**src/rtl/sdmx_pkg.sv**
```systemverilog
package sdmx_pkg;

   typedef logic [1:0] sym_t;

   localparam sym_t SYM_ZERO = 2'b00;
   localparam sym_t SYM_POS  = 2'b01;
   localparam sym_t SYM_NEG  = 2'b11;

   localparam int SLOT_W = 2;

   // map a stored sign (1 = negative) and a chop inversion to a symbol
   function automatic sym_t chop_sym(input logic is_neg, input logic invert);
      return (is_neg ^ invert) ? SYM_NEG : SYM_POS;
   endfunction

endpackage

```
**src/rtl/sdmx_lp_mod.sv**
```systemverilog
module sdmx_lp_mod #(
   parameter int IN_W      = 12,
   parameter int ACC_GUARD = 4
) (
   input  logic                   clk,
   input  logic                   rst_n,
   input  logic                   stb,
   input  logic signed [IN_W-1:0] x,
   output logic                   neg
);
   localparam int AW = IN_W + ACC_GUARD;
   localparam int WW = AW + 2;
   localparam logic signed [WW-1:0] WMAX = WW'((2 ** (AW - 1)) - 1);
   localparam logic signed [WW-1:0] WMIN = -WMAX - WW'(1);
   localparam logic signed [WW-1:0] FBW  = WW'(2 ** (IN_W - 1));
   localparam logic signed [AW-1:0] STEP_LIM = AW'(2 ** IN_W);

   if (IN_W < 4) begin : g_bad_width
      $error("sdmx_lp_mod: IN_W must be at least 4");
   end
   if (ACC_GUARD < 2) begin : g_bad_guard
      $error("sdmx_lp_mod: ACC_GUARD must be at least 2");
   end

   logic signed [AW-1:0] a1_q, a2_q, a1_n, a2_n;
   logic signed [WW-1:0] x_w, fb_w, s1, s2;

   function automatic logic signed [AW-1:0] clip(input logic signed [WW-1:0] s);
      if (s > WMAX)      return WMAX[AW-1:0];
      else if (s < WMIN) return WMIN[AW-1:0];
      else               return s[AW-1:0];
   endfunction

   assign neg  = a2_q[AW-1];
   assign x_w  = {{(WW - IN_W){x[IN_W-1]}}, x};
   assign fb_w = neg ? -FBW : FBW;

   always_comb begin
      s1   = {{2{a1_q[AW-1]}}, a1_q} + x_w - fb_w;
      a1_n = clip(s1);
      s2   = {{2{a2_q[AW-1]}}, a2_q} + {{2{a1_n[AW-1]}}, a1_n} - fb_w;
      a2_n = clip(s2);
   end

   always_ff @(posedge clk) begin
      if (!rst_n) begin
         a1_q <= '0;
         a2_q <= '0;
      end else if (stb) begin
         a1_q <= a1_n;
         a2_q <= a2_n;
      end
   end

   // state frozen without a strobe
   a_r5_hold_state: assert property (@(posedge clk) disable iff (!rst_n)
      !stb |=> ($stable(a1_q) && $stable(a2_q)));

   // a non-negative first integrator cannot jump to a large negative value (no wrap)
   a_r4_no_wrap_pos: assert property (@(posedge clk) disable iff (!rst_n)
      (stb && !a1_q[AW-1]) |=> (a1_q >= -STEP_LIM));

   // a negative first integrator cannot jump to a large positive value
   a_r4_no_wrap_neg: assert property (@(posedge clk) disable iff (!rst_n)
      (stb && a1_q[AW-1]) |=> (a1_q <= STEP_LIM));

endmodule

```
**src/rtl/sdmx_chop.sv**
```systemverilog
module sdmx_chop
   import sdmx_pkg::*;
(
   input  logic clk,
   input  logic rst_n,
   input  logic neg_i,
   input  logic neg_q,
   output logic [1:0] sym
);
   logic [SLOT_W-1:0] slot_q, oslot_q;
   logic              hold_ni, hold_nq;
   sym_t              pick;

   always_comb begin
      unique case (slot_q)
         2'd0:    pick = chop_sym(hold_ni, 1'b0);
         2'd1:    pick = chop_sym(hold_nq, 1'b0);
         2'd2:    pick = chop_sym(hold_ni, 1'b1);
         default: pick = chop_sym(hold_nq, 1'b1);
      endcase
   end

   always_ff @(posedge clk) begin
      if (!rst_n) begin
         slot_q  <= '0;
         oslot_q <= '0;
         hold_ni <= 1'b0;
         hold_nq <= 1'b0;
         sym     <= SYM_ZERO;
      end else begin
         slot_q  <= slot_q + 1'b1;
         oslot_q <= slot_q;
         sym     <= pick;
         if (slot_q == 2'd3) begin
            hold_ni <= neg_i;
            hold_nq <= neg_q;
         end
      end
   end

   // illegal code never produced
   a_r1_legal_code: assert property (@(posedge clk) disable iff (!rst_n)
      sym != 2'b10);

   // hold register changes only after a slot-3 clock
   a_r6_hold_at_slot3: assert property (@(posedge clk) disable iff (!rst_n)
      (slot_q != 2'd3) |=> ($stable(hold_ni) && $stable(hold_nq)));

   // in-phase slots of one period carry opposite polarity
   a_r7_i_flip: assert property (@(posedge clk) disable iff (!rst_n)
      (oslot_q == 2'd2 && sym != SYM_ZERO) |-> (sym[1] != $past(sym[1], 2)));

   // quadrature slots of one period carry opposite polarity
   a_r7_q_flip: assert property (@(posedge clk) disable iff (!rst_n)
      (oslot_q == 2'd3 && sym != SYM_ZERO) |-> (sym[1] != $past(sym[1], 2)));

endmodule

```
**src/rtl/sdmx_upconv.sv**
```systemverilog
module sdmx_upconv #(
   parameter int IN_W      = 12,
   parameter int ACC_GUARD = 4
) (
   input  logic                   clk,
   input  logic                   rst_n,
   input  logic                   bb_stb,
   input  logic signed [IN_W-1:0] bb_i,
   input  logic signed [IN_W-1:0] bb_q,
   output logic [1:0]             rf_sym
);
   localparam int NBR = 2;

   logic signed [IN_W-1:0] bb_x [NBR];
   logic [NBR-1:0]         br_neg;

   assign bb_x[0] = bb_i;
   assign bb_x[1] = bb_q;

   for (genvar b = 0; b < NBR; b++) begin : g_branch
      sdmx_lp_mod #(
         .IN_W      (IN_W),
         .ACC_GUARD (ACC_GUARD)
      ) i_mod (
         .clk   (clk),
         .rst_n (rst_n),
         .stb   (bb_stb),
         .x     (bb_x[b]),
         .neg   (br_neg[b])
      );
   end

   sdmx_chop i_chop (
      .clk   (clk),
      .rst_n (rst_n),
      .neg_i (br_neg[0]),
      .neg_q (br_neg[1]),
      .sym   (rf_sym)
   );

endmodule

```
**config.mk**
```make
export PLATFORM = sky130hd
export DESIGN_NAME = sdmx_upconv
export DESIGN_NICKNAME = d
export VERILOG_FILES = /design/src/rtl/sdmx_pkg.sv /design/src/rtl/sdmx_lp_mod.sv /design/src/rtl/sdmx_chop.sv /design/src/rtl/sdmx_upconv.sv
export SDC_FILE = /design/constraint.sdc
export NUM_CORES = 1
export LEC_CHECK = 0
export ABC_AREA = 1
export CORE_MARGIN = 4
export CORE_UTILIZATION = 60
export DETAILED_ROUTE_END_ITERATION = 8
export GPL_TIMING_DRIVEN = 0
export PLACE_DENSITY = 0.76
export SLEW_MARGIN = 20
export SYNTH_ARGS = -nofsm -noshare
export SYNTH_HDL_FRONTEND = slang
export SYNTH_SLANG_ARGS = --single-unit
```
**constraint.sdc**
```tcl
create_clock -name clk -period 11.35 [get_ports clk]
set_input_delay 1.135 -clock clk [delete_from_list [all_inputs] [get_ports clk]]
set_output_delay 1.135 -clock clk [all_outputs]
set_load 0.01 [all_outputs]
```
==> impl_metrics.json <==
{
  "result_of_the_run": "finished clean",
  "postLayoutCellArea_um2": 7600,
  "vias": 6318,
  "slowest_delay_ns": 0.46,
  "portBuffers": 28,
  "setup_repair_after_global_routing_missed_its_margin": "no",
  "cts_buffers": 9,
  "crit_fanout": 10,
  "final_period_minus_worst_setup_slack_ns": 8.56,
  "top_level_pins": 29,
  "clk_transition_reported_paths_ns": 0.06,
  "die_w_um": 115,
  "fin_crit_sh_pct": 75.4,
  "grt_max_degree": 13,
  "drc_violations_left": 0,
  "multiInputGateArea_um2": 4770,
  "antenna_found_initial": 0,
  "synthesis.nets": 1144,
  "yosysSeqAreaShare_pct": 20.5,
  "finalHoldViolCount": 0,
  "rows": 38,
  "htreeDepth": 3,
  "hold_buffers": 0,
  "crit_buf_inv": 9,
  "dr.first_iter.drc_count": 377,
  "vias_per_cell": 5.25,
  "top_cell_family_by_delay_on_the_critical_path": "compound AO/OA/AOI/OAI gates",
  "layout_common_cells": "250 x nand2_1, 128 x inv_1, 93 x a21oi_1",
  "cts_buffer_depth": 2,
  "grt_first_pass_wirelength_um": 26500,
  "max_slew_violation_count": 0,
  "cts_tree": "built",
  "setup_crit_start_kind": "input pin",
  "final_net_count": 1183,
  "postCtsResizedCells": 0,
  "min_path_type": "reg2reg",
  "synth_area_per_cell_um2": 6.71,
  "regArea_um2": 1400,
  "post_synth_num_cell_types": 41,
  "number_of_post_cts_setup_repair_buffers": 0,
  "cpMaxStageDelayCell": "clkdlybuf4s50_1",
  "route.antenna.remaining_nets": 0,
  "totalWireLength_um": 15400,
  "holdCritStartpoint": "g_branch[1].i_mod.a2_q[0]$_SDFFE_PN0P_",
  "cts.sink_count": 70,
  "globalRoute.totalOverflow": 0,
  "post_route_cells_drive_above_1_share_pct": 7.53,
  "yosys.area.top_type_share_pct": 20.5,
  "rrSetupSlack_ns": 3.70,
  "critical_path_class": "in2reg",
  "netlist_instances": 1020,
  "synth-warning-count": 0,
  "hpwl_um": 12300,
  "min_path_cells": 2,
  "ys_ff_latch": 70,
  "dieArea_um2": 13200,
  "worstRegToRegCells": 40,
  "clk_latency_ns": 0.34,
  "placement.cell_area_um2": 7300,
  "max_slew_margin_pct": 56.7,
  "dieHeight_um": 115,
  "fin_tns_setup_ns": 0,
  "root_buffer": "clkbuf_16",
  "reg2reg_to": "g_branch[1].i_mod.a2_q[6]$_SDFFE_PN0P_",
  "worstPathArrival_ns": 8.84,
  "worstMarginPinSlew_ns": 0.649,
  "timing.hold.worst_endpoint": "g_branch[1].i_mod.a2_q[0]$_SDFFE_PN0P_",
  "timing.clock.skew_ns": 0.0113,
  "layout-area-overhead-vs-synth_pct": 11.2,
  "synthArstFlopShare_pct": 0,
  "global_route.usage.total_pct": 24.5,
  "insertedDiodeCount": 0,
  "timing.critical_path.mode_cell": "nand2_1",
  "synth_enable_flop_cells": 0,
  "synth.cell_area_um2": 6840,
  "yosys.area.top_type": "dfxtp_1",
  "gp_congestion": 0.870,
  "grt_pass1_vias": 5729,
  "critPathCaptureType": "flop",
  "final_common_cell": "nand2_1",
  "core-area_um2": 11000,
  "synth_top_flop_cell": "dfxtp_1",
  "drt-pass1-iter-count": 7,
  "path_depth": 41,
  "crit_required_ns": 11.63,
  "initial_utilization_pct": 62.3,
  "number_of_endpoints_failing_setup_at_the_final_stage": 0,
  "synth_top_cells_by_area": "dfxtp_1 20%, ha_1 16%, nand2_1 14%, inv_1 7.0%, a21oi_1 6.8%",
  "rr_startpoint": "g_branch[1].i_mod.a1_q[0]$_SDFFE_PN0P_",
  "filler_cell_count": 975,
  "max-cap-violations": 0,
  "achievable-frequency_ghz": 0.117,
  "routedWlPerCell_um": 12.8
}
per-stage QoR:
stage	utilization (%)	setup slack (ns)	std cells	hold slack, ns
2_1_floorplan	-	4.11	1020	0.448
6_report	69.2	2.79	1203	0.474
3_3_place_gp	66.4	2.50	1188	0.464
5_1_grt	69.2	2.08	1203	0.497
3_5_place_dp	66.4	2.54	1188	0.469
4_1_cts	69.2	2.84	1203	0.475
worst reg2reg max path: cells and delay by family, from the launching register on:
| kind | cells | cell delay, ns |
|---|---|---|
| flip-flops | 1 | 0.34 |
| XOR/XNOR | 2 | 0.46 |
| adder cells (fa/ha/maj) | 6 | 2.05 |
| AO/OA/AOI/OAI | 10 | 2.33 |
| buffers and inverters | 8 | 0.94 |
| AND/OR/NAND/NOR | 14 | 1.50 |
layer usage:
metal | share of wire (%) | vias up | routed length (µm) | GRT usage (%)
li1 | - | 3409 | - | -
met1 | 54 | 2781 | 8390 | 37.4
met2 | 40 | 111 | 6190 | 35.7
met3 | 4.1 | 17 | 631 | 3.84
met4 | 1.4 | 0 | 223 | 6.89
met5 | 0 | - | 0 | 0
synth_stat cells, drive strengths merged (11+ instances only):
cell    count
nand2     279
inv       128
a21oi      97
ha         89
nor2       84
dfxtp      70
nand3      63
o21ai      56
xor2       34
xnor2      26
buf        16
clkbuf     12
nor3       11
state kept, by name, summed over array words and instances (netlist names):
name                 cells
g_branch.i_mod.a1_q     32
g_branch.i_mod.a2_q     32
i_chop.hold_ni           1
i_chop.hold_nq           1
i_chop.slot_q            2
i_chop.sym               2
kinds of logic (layout without fill, tap and decap cells):
group           Yosys count  in the layout  share of synthesized area (%)
buf+inv                 158            201                           9.77
simple gates            452            452                           28.7
compound gates          183            183                           14.7
fa+ha+maj                97             97                           18.6
xor+xnor                 60             60                           7.68
flops                    70             70                           20.5
cell type report:
class	instances	area share, %
inverters	130	6.42
multi-input cells	792	62.7
well taps	140	2.30
clock inverters	3	0.559
repair buffers	28	3.69
clock buffers	12	3.50
flip-flops and latches	70	18.4
plain buffers	28	2.37
how the worst max path moves through the flow:
stage	from	slack [ns]	endpoint
CTS	bb_q[0]	2.84	g_branch[1].i_mod.a2_q[6]$_SDFFE_PN0P_
global placement	bb_q[0]	2.50	g_branch[1].i_mod.a2_q[6]$_SDFFE_PN0P_
finish	bb_q[0]	2.79	g_branch[1].i_mod.a2_q[6]$_SDFFE_PN0P_
floorplan	bb_q[0]	4.11	g_branch[1].i_mod.a2_q[6]$_SDFFE_PN0P_
detailed placement	bb_q[0]	2.54	g_branch[1].i_mod.a2_q[6]$_SDFFE_PN0P_
global route	bb_q[0]	2.08	g_branch[1].i_mod.a2_q[9]$_SDFFE_PN0P_
Power is not shown: default switching activity piles up to over one toggle a cycle in this logic, so the estimate is an artifact.
